===== src/rtl/spi_rate_pkg.sv =====
package spi_rate_pkg;
  typedef enum logic [1:0] {
    ST_IDLE  = 2'd0,
    ST_SETUP = 2'd1,
    ST_XFER  = 2'd2,
    ST_WAIT  = 2'd3
  } ctrlState_t;

  typedef struct packed {
    logic load;    // parallel load of the shift register
    logic sample;  // capture miso
    logic shift;   // advance shift register
    logic copy;    // move shift register to buffer
  } dpStrobe_t;
endpackage


===== src/rtl/spi_rate_div.sv =====
module spi_rate_div #(
  parameter int DIV0 = 2,
  parameter int DIV1 = 4,
  parameter int DIV2 = 16,
  parameter int DIV3 = 32
) (
  input  logic       clk,
  input  logic       rstN,
  input  logic [1:0] rateSel,
  input  logic       restart,
  output logic       phase,
  output logic       riseTick,
  output logic       fallTick
);
  localparam int CNT_W = (DIV3 / 2 > 1) ? $clog2(DIV3 / 2) : 1;

  logic [CNT_W-1:0] halfM1;
  logic [CNT_W-1:0] cnt;
  logic             wrap;

  always_comb begin
    case (rateSel)
      2'b00:   halfM1 = CNT_W'(DIV0 / 2 - 1);
      2'b01:   halfM1 = CNT_W'(DIV1 / 2 - 1);
      2'b10:   halfM1 = CNT_W'(DIV2 / 2 - 1);
      default: halfM1 = CNT_W'(DIV3 / 2 - 1);
    endcase
  end

  assign wrap     = (cnt >= halfM1);
  assign riseTick = wrap && !phase;
  assign fallTick = wrap && phase;

  always_ff @(posedge clk or negedge rstN) begin
    if (!rstN) begin
      cnt   <= '0;
      phase <= 1'b0;
    end else if (restart) begin
      cnt   <= '0;
      phase <= 1'b0;
    end else if (wrap) begin
      cnt   <= '0;
      phase <= ~phase;
    end else begin
      cnt <= cnt + 1'b1;
    end
  end
endmodule


===== src/rtl/spi_rate_ctrl.sv =====
module spi_rate_ctrl
  import spi_rate_pkg::*;
#(
  parameter int DATA_W = 8
) (
  input  logic      clk,
  input  logic      rstN,
  input  logic      riseTick,
  input  logic      fallTick,
  input  logic      wrStb,
  input  logic      rdStb,
  output logic      restart,
  output dpStrobe_t stb,
  output logic      ssN,
  output logic      doneFlag
);
  localparam int CW = $clog2(DATA_W + 1);
  localparam logic [CW-1:0] LAST = CW'(DATA_W);

  ctrlState_t state;
  logic [CW-1:0] bitCnt;
  logic strobesLow;

  assign strobesLow = !wrStb && !rdStb;
  assign restart    = riseTick && (state == ST_SETUP) && strobesLow;

  always_comb begin
    stb.load   = riseTick && (state == ST_IDLE) && wrStb;
    stb.sample = riseTick && (state == ST_XFER) && (bitCnt != LAST);
    stb.shift  = fallTick && (state == ST_XFER);
    stb.copy   = riseTick && (state == ST_WAIT) && rdStb;
  end

  always_ff @(posedge clk or negedge rstN) begin
    if (!rstN) begin
      state    <= ST_IDLE;
      bitCnt   <= '0;
      ssN      <= 1'b1;
      doneFlag <= 1'b0;
    end else if (riseTick) begin
      doneFlag <= 1'b0;
      case (state)
        ST_IDLE:  if (wrStb) state <= ST_SETUP;
        ST_SETUP: if (strobesLow) begin
          ssN    <= 1'b0;
          bitCnt <= '0;
          state  <= ST_XFER;
        end
        ST_XFER: begin
          if (bitCnt == LAST) begin
            bitCnt   <= '0;
            ssN      <= 1'b1;
            doneFlag <= 1'b1;
            state    <= ST_WAIT;
          end else begin
            bitCnt <= bitCnt + 1'b1;
          end
        end
        default:  if (rdStb) state <= ST_IDLE;
      endcase
    end
  end
endmodule


===== src/rtl/spi_rate_dp.sv =====
module spi_rate_dp
  import spi_rate_pkg::*;
#(
  parameter int DATA_W = 8
) (
  input  logic              clk,
  input  logic              rstN,
  input  dpStrobe_t         stb,
  input  logic [DATA_W-1:0] parIn,
  input  logic              miso,
  output logic              mosi,
  output logic [DATA_W-1:0] bufOut
);
  logic [DATA_W-1:0] shiftQ;
  logic              rxBit;

  assign mosi = shiftQ[DATA_W-1];

  always_ff @(posedge clk or negedge rstN) begin
    if (!rstN) begin
      shiftQ <= '0;
      rxBit  <= 1'b0;
      bufOut <= '0;
    end else begin
      if (stb.load)        shiftQ <= parIn;
      else if (stb.shift)  shiftQ <= {shiftQ[DATA_W-2:0], rxBit};
      if (stb.sample)      rxBit  <= miso;
      if (stb.copy)        bufOut <= shiftQ;
    end
  end
endmodule


===== src/rtl/spi_rate_master.sv =====
module spi_rate_master
  import spi_rate_pkg::*;
#(
  parameter int DATA_W = 8,
  parameter int DIV0   = 2,
  parameter int DIV1   = 4,
  parameter int DIV2   = 16,
  parameter int DIV3   = 32
) (
  input  logic              clk,
  input  logic              rstN,
  input  logic [1:0]        rateSel,
  input  logic              wrStb,
  input  logic              rdStb,
  input  logic [DATA_W-1:0] parIn,
  input  logic              miso,
  output logic [DATA_W-1:0] bufOut,
  output logic              sck,
  output logic              ssN,
  output logic              mosi,
  output logic              doneFlag
);
  logic      phase, riseTick, fallTick, restart;
  dpStrobe_t stb;

  spi_rate_div #(.DIV0(DIV0), .DIV1(DIV1), .DIV2(DIV2), .DIV3(DIV3)) u_div (
    .clk(clk), .rstN(rstN), .rateSel(rateSel), .restart(restart),
    .phase(phase), .riseTick(riseTick), .fallTick(fallTick)
  );

  spi_rate_ctrl #(.DATA_W(DATA_W)) u_ctrl (
    .clk(clk), .rstN(rstN), .riseTick(riseTick), .fallTick(fallTick),
    .wrStb(wrStb), .rdStb(rdStb), .restart(restart), .stb(stb),
    .ssN(ssN), .doneFlag(doneFlag)
  );

  spi_rate_dp #(.DATA_W(DATA_W)) u_dp (
    .clk(clk), .rstN(rstN), .stb(stb), .parIn(parIn), .miso(miso),
    .mosi(mosi), .bufOut(bufOut)
  );

  assign sck = phase && !ssN;
endmodule


===== config.mk =====
export PLATFORM = sky130hd
export DESIGN_NAME = spi_rate_master
export DESIGN_NICKNAME = d
export VERILOG_FILES = /design/src/rtl/spi_rate_pkg.sv /design/src/rtl/spi_rate_div.sv /design/src/rtl/spi_rate_ctrl.sv /design/src/rtl/spi_rate_dp.sv /design/src/rtl/spi_rate_master.sv
export SDC_FILE = /design/constraint.sdc
export NUM_CORES = 1
export LEC_CHECK = 0
export ABC_AREA = 1
export BUFFER_PORTS_ARGS = -buffer_cell sky130_fd_sc_hd__buf_2
export CELL_PAD_IN_SITES_DETAIL_PLACEMENT = 0
export CELL_PAD_IN_SITES_GLOBAL_PLACEMENT = 1
export CORE_MARGIN = 2
export CORE_UTILIZATION = 34
export CTS_BUF_LIST = sky130_fd_sc_hd__clkbuf_4
export CTS_CLUSTER_DIAMETER = 60
export DETAILED_ROUTE_END_ITERATION = 8
export PLACE_DENSITY = 0.79
export SYNTH_ARGS = -nofsm -noshare
export SYNTH_HDL_FRONTEND = slang
export SYNTH_SLANG_ARGS = --single-unit

===== constraint.sdc =====
create_clock -name clk -period 3.7 [get_ports clk]
set_clock_uncertainty 0.1 [all_clocks]
set_input_delay 0 -clock clk [delete_from_list [all_inputs] [get_ports clk]]
set_output_delay 0 -clock clk [all_outputs]
set_load 0.005 [all_outputs]

Yosys cells after proc, flatten, opt, wreduce, memory -nomap -nowiden
Index checks and enable logic that the tools add are counted.
{"block": "classes", "n_bitwise": 1, "muxes": 20, "n_reduce_logical": 26, "add_sub_neg": 2, "n_eq_ne": 10, "magnitude_cmp": 1}
{"cell": "$mux W4", "count": 4}
{"cell": "$mux W8", "count": 2}
{"cell": "$logic_and A1 B1 Y1", "count": 13}
{"cell": "$pmux W4 S3", "count": 1}
{"cell": "$add A4 B1 Y4 const B", "count": 2}
{"cell": "$mux W2", "count": 4}
{"cell": "$pmux W4 S2", "count": 1}
{"cell": "$eq A2 B2 Y1 const B", "count": 3}
{"cell": "$mux W1", "count": 6}
{"cell": "$pmux W2 S3", "count": 1}
{"cell": "$reduce_bool A2 Y1", "count": 3}
{"cell": "$reduce_and A5 Y1", "count": 1}
{"cell": "$eq A2 B1 Y1 const B", "count": 2}
{"cell": "$eq A4 B4 Y1 const B", "count": 1}
{"cell": "$ge A4 B4 Y1", "count": 1}
{"cell": "$logic_not A1 Y1", "count": 4}
{"cell": "$logic_not A2 Y1", "count": 2}
{"cell": "$ne A2 B2 Y1 const B", "count": 2}
{"cell": "$ne A4 B4 Y1 const B", "count": 1}
{"cell": "$reduce_and A4 Y1", "count": 1}
{"cell": "$reduce_bool A4 Y1", "count": 1}
{"cell": "$reduce_and A3 Y1", "count": 1}
{"cell": "$ne A2 B1 Y1 const B", "count": 1}
{"cell": "$pmux W1 S2", "count": 1}
{"cell": "$not A1 Y1", "count": 1}
{"block": "word_totals", "register_bits": 30, "output_inout_bits": 12, "input_bits": 15, "wordCells": 69}

Logic depth before layout (Yosys ltp)
{"block": "logic_depth", "ltp_word": 7, "depth_mapped": 12, "depth_no_buf": 12}

Cells and area by module
Synthesis repeated with hierarchy kept, for this count alone.
{"block": "unflattened", "cells_unflattened": 215, "area_unflattened_um2": 1725.4}
{"module": "spi_rate_dp", "area_each_um2": 732.0, "seq_area_each_um2": 425.4, "cells_per_inst": 81, "instances": 1}
{"module": "spi_rate_ctrl", "area_each_um2": 609.3, "seq_area_each_um2": 201.4, "cells_per_inst": 85, "instances": 1}
{"module": "spi_rate_div", "area_each_um2": 374.1, "seq_area_each_um2": 125.1, "cells_per_inst": 47, "instances": 1}
{"module": "spi_rate_master", "area_each_um2": 10.0, "seq_area_each_um2": 0.0, "cells_per_inst": 2, "instances": 1}

Least setup slack after synthesis
OpenSTA, ideal clock, no wires.
{"block": "synth_timing", "path_type": "flip-flop to flip-flop", "from": "register u_div.cnt[3]", "to": "register u_dp.bufOut[0]", "setup_slack_ps": 2094, "n_path_buf": 1, "stages_incl_launch_ff": 8, "arrival_time_ps": 1385, "period_less_slack_ps": 1606, "required_ps": 3479, "setup_time_ps": 121, "path_cell_list": "dfrtp_1 ha_1 nand4_1 nand3_4 nand2_4 buf_2 o21ai_1 nand2_1"}
{"block": "synth_between", "elab_chain_cells": 4}
{"item": "start: declaration", "line_no": "spi_rate_div.sv:18", "source": "logic [CNT_W-1:0] cnt;"}
{"item": "start signal: assignment", "line_no": "spi_rate_div.sv:45", "source": "cnt <= cnt + 1'b1;"}
{"item": "$ge A4 B4 Y1", "line_no": "spi_rate_div.sv:30", "source": "assign wrap = (cnt >= halfM1);"}
{"item": "$logic_and A1 B1 Y1", "line_no": "spi_rate_div.sv:31", "source": "assign riseTick = wrap && !phase;"}
{"item": "$logic_and A1 B1 Y1 (2 in a row)", "line_no": "spi_rate_ctrl.sv:31", "source": "stb.copy = riseTick && (state == ST_WAIT) && rdStb;"}
{"item": "end signal: assignment", "line_no": "spi_rate_dp.sv:28", "source": "if (stb.copy) bufOut <= shiftQ;"}
{"item": "end: declaration", "line_no": "spi_rate_dp.sv:12", "source": "output logic [DATA_W-1:0] bufOut"}
Every way passes these cells.
A chain may end at the register's enable or synchronous reset.

Worst setup path in the final report
Same ends and word-level chain as after synthesis.

==> summary.txt <==
Setup path
  – FF-to-FF End: u_dp.bufOut[0]
  – Crit-path max FO: 19
  – Critical path data arrival time: 2.08 ns
  – WP data required: approximately 3.9 ns
  – Worst Setup End Kind: register
  – R2r setup slk: 1.79 ns
  – WS Path Type: register to register
  – CP cell instances: ha_1 > nand4_1 > nand3_4 > nand2_4 > nor2_2 > nand2_1 > nand2_1
  – FF-to-FF Start: u_div.cnt[3]
  – Cell mode on critical path: nand2_1
  – CP max stage delay: between 0.4 and 0.5 ns
  – Max stage delay cell, worst path: dfrtp_1
  – Worst r2r path cells: 7
  – Crit start category: register

Final layout
  – Final Core Density: 42.9%
  – Layout net count: about 260
  – # diodes: 0
  – Most frequent cells in the layout: nand2_1 (54), dfrtp_1 (29), buf_2 (26)
  – Most common cell after layout, fill and taps aside: nand2_1
  – Area grow syn2layout: 23.2%
  – Layout cell share with drive strength beyond 1: 20.3%

Global routing
  – Grt total ovfl: 0
  – Initial antenna violation count: 0
  – Largest net degree at the start of global routing: 31
  – GRT Total Usage: 14.1%
  – First-pass GRT wire length: 5730 um
  – M3 GR Usage: 3.04%
  – Most Crowded Layer GR: met2
  – Vias in the first global route: about 1200
  – Met1 Usage GRT: about a fifth
  – GR Util met2: a little over a fifth

Synthesis
  – Synth warnings: 0
  – Net Count, Synth: 220
  – Leading area contributor after synthesis: dfrtp_1
  – Fraction of registers with async set/reset: 100%
  – Synth top area share: between 40 and 50%
  – Cells after Synth: 194
  – Netlist cell types: 26
  – Post-synth EDFFs: 0
  – Post-synthesis sequential area ratio: 46.4%
  – Synthesized flop and latch total: 30
  – Top_reg_cell synth: dfrtp_1
  – Post-Syn Area: 1620 sq um
  – Synth area leaders: dfrtp_1 (45%), nand2_1 (13%), ha_1 (8.5%)
  – Syn Area/Cell: between 8 and 9 sq um

Floorplan
  – Die W: 73.1 um
  – Die Area: 5340 sq um
  – Core Region: ~4700 sq um
  – Initial cell density of the core: 34.8%
  – Top-Level Pins: 27
  – Row cnt: 25
  – Die Span Y: 73.1 um

Power
  – Peak supply drop: 0.364 mV
  – Final total power: 0.00137 W
  – P_leak: 1.05 nW
  – Power density cells: between 600 and 700 nW/um^2

Hold path
  – Hold depth: 5
  – Hold Crit Class: input port to register
  – Hold endpoint: u_ctrl.ssN
  – Hold Startpoint: rdStb

Clock network
  – H-tree depth: 2
  – CTS sink cnt: 30
  – CTS Buf Count: 5
  – Clk buf depth: 2
  – Post-CTS Repair Setup Buffers: 0
  – Root Buffer: clkbuf_4
  – CTS tree: built
  – Latest clock arrival within the worst-skew pair: 0.32 ns
  – Clock Pin Slew Worst Setup and Hold Paths: 0.10 ns

STA
  – Period minus WS final: 1.91 ns
  – Setup Viol. Count Final: 0
  – RSZ-0062 raised after global routing: false
  – Worst rel slew slack: 55.8%
  – Final worst slack: about 1.8 ns
  – Final hold violations: 0
  – Final Max Tran Viols: 0
  – Slew @ Worst Pin: 0.662 ns
  – Crit share post-route: 51.5%
  – Total negative slack: 0 ns
  – Peak Freq: 524 MHz
  – WHS: between 0.08 and 0.09 ns

Routing
  – Final ANT Viol Nets: 0
  – Iteration-0 DRC count of the detailed router: 70
  – Detailed-route via count: 1406
  – WL/cell: between 10 and 15 um
  – DR pass1 iterations: 5
  – DRC violation count after routing: 0
  – Routed wire length: 3430 um
  – Avg Vias per Cell: slightly below 5

Place
  – Gpl congestion: 0.812
  – Port bufs: 26
  – Post-place setup slack: 1.77 ns
  – Dpl hpwl: 2510 um

Run
  – Max Cap Violations: 0

Run status
  – Status: finished clean
## layout make-up
type                            instances  area, sq um
Clock inverter                          3         40.0
Inverter                               19         71.3
Multi-Input combinational cell        141          779
Clock buffer                            5         37.5
Timing Repair Buffer                   38          250
Sequential cell                        30          752
Fill cell                             464         2660
Tap cell                               54         67.6
## registers in the layout (all words and copies together), names as in the netlist
name             flops
u_ctrl.doneFlag      1
u_div.cnt            4
u_ctrl.state         2
u_dp.shiftQ          8
u_dp.bufOut          8
u_div.phase          1
u_ctrl.bitCnt        4
u_ctrl.ssN           1
u_dp.rxBit           1
## synth_stat cells, types with 2 or more instances
cell / n
buf_2: 3
dfrtp_1: 29
ha_1: 11
inv_1: 16
inv_2: 2
nand2_1: 54
nand2_2: 2
nand3_1: 21
nand3_2: 2
nand4_1: 14
nor2_1: 10
nor2_2: 2
o21ai_1: 14
or2_2: 2
## through the flow
| stage | cell area (sq um) | std cells |
|---|---|---|
| final | 2000 | 290 |
| after global routing | 2000 | 290 |
| after CTS | 2000 | 290 |
| after detailed placement | 1800 | 270 |
| after global placement | 1800 | 270 |
| after floorplan | 1620 | 194 |
## repair_timing
action | CTS | global route
hold buffers | 12 | 0
resized for setup | 0 | 0
hold endpoints to repair | 39 | 0
## per-layer routing
metal	vias to the layer above	wire (um)
met2	25	1600
met1	653	1660
met3	2	134
li1	726	-
met5	-	0
met4	0	31
## critical path, delay by kind of cell (launching register included)
family / cells / cell delay [ns]
adder cells (fa/ha/maj): 1 / 0.33
flip-flops: 1 / 0.41
AND/OR/NAND/NOR: 6 / 1.02
## report_power, final
group / switching [W] / leakage, nW / total, W / internal, W
logic: 0.000387 / 0.612 / 0.000595 / 0.000208
registers: 0.0000804 / 0.394 / 0.000510 / 0.000430
clock network: 0.000120 / 0.0450 / 0.000260 / 0.000140
## how the worst max path moves through the flow
stage,to,cells past startpoint,slack (ns),from
after global routing,u_dp.bufOut[3],7,1.62,u_div.cnt[3]
after CTS,u_dp.bufOut[0],8,1.75,u_div.cnt[0]
final,u_dp.bufOut[0],7,1.79,u_div.cnt[3]
after global placement,u_dp.bufOut[0],8,1.82,u_div.cnt[0]
after detailed placement,u_dp.bufOut[0],8,1.77,u_div.cnt[0]
after floorplan,u_dp.bufOut[0],7,2.09,u_div.cnt[3]
## cell families after synthesis
logic type,count (synthesis),share of synthesized area [%]
buf+inv,23,5.56
simple gates,110,32.5
flops,30,46.4
compound gates,18,6.02
fa+ha+maj,11,8.49
xor+xnor,2,1.08
Note: power is estimated with default switching activity, not from simulation.
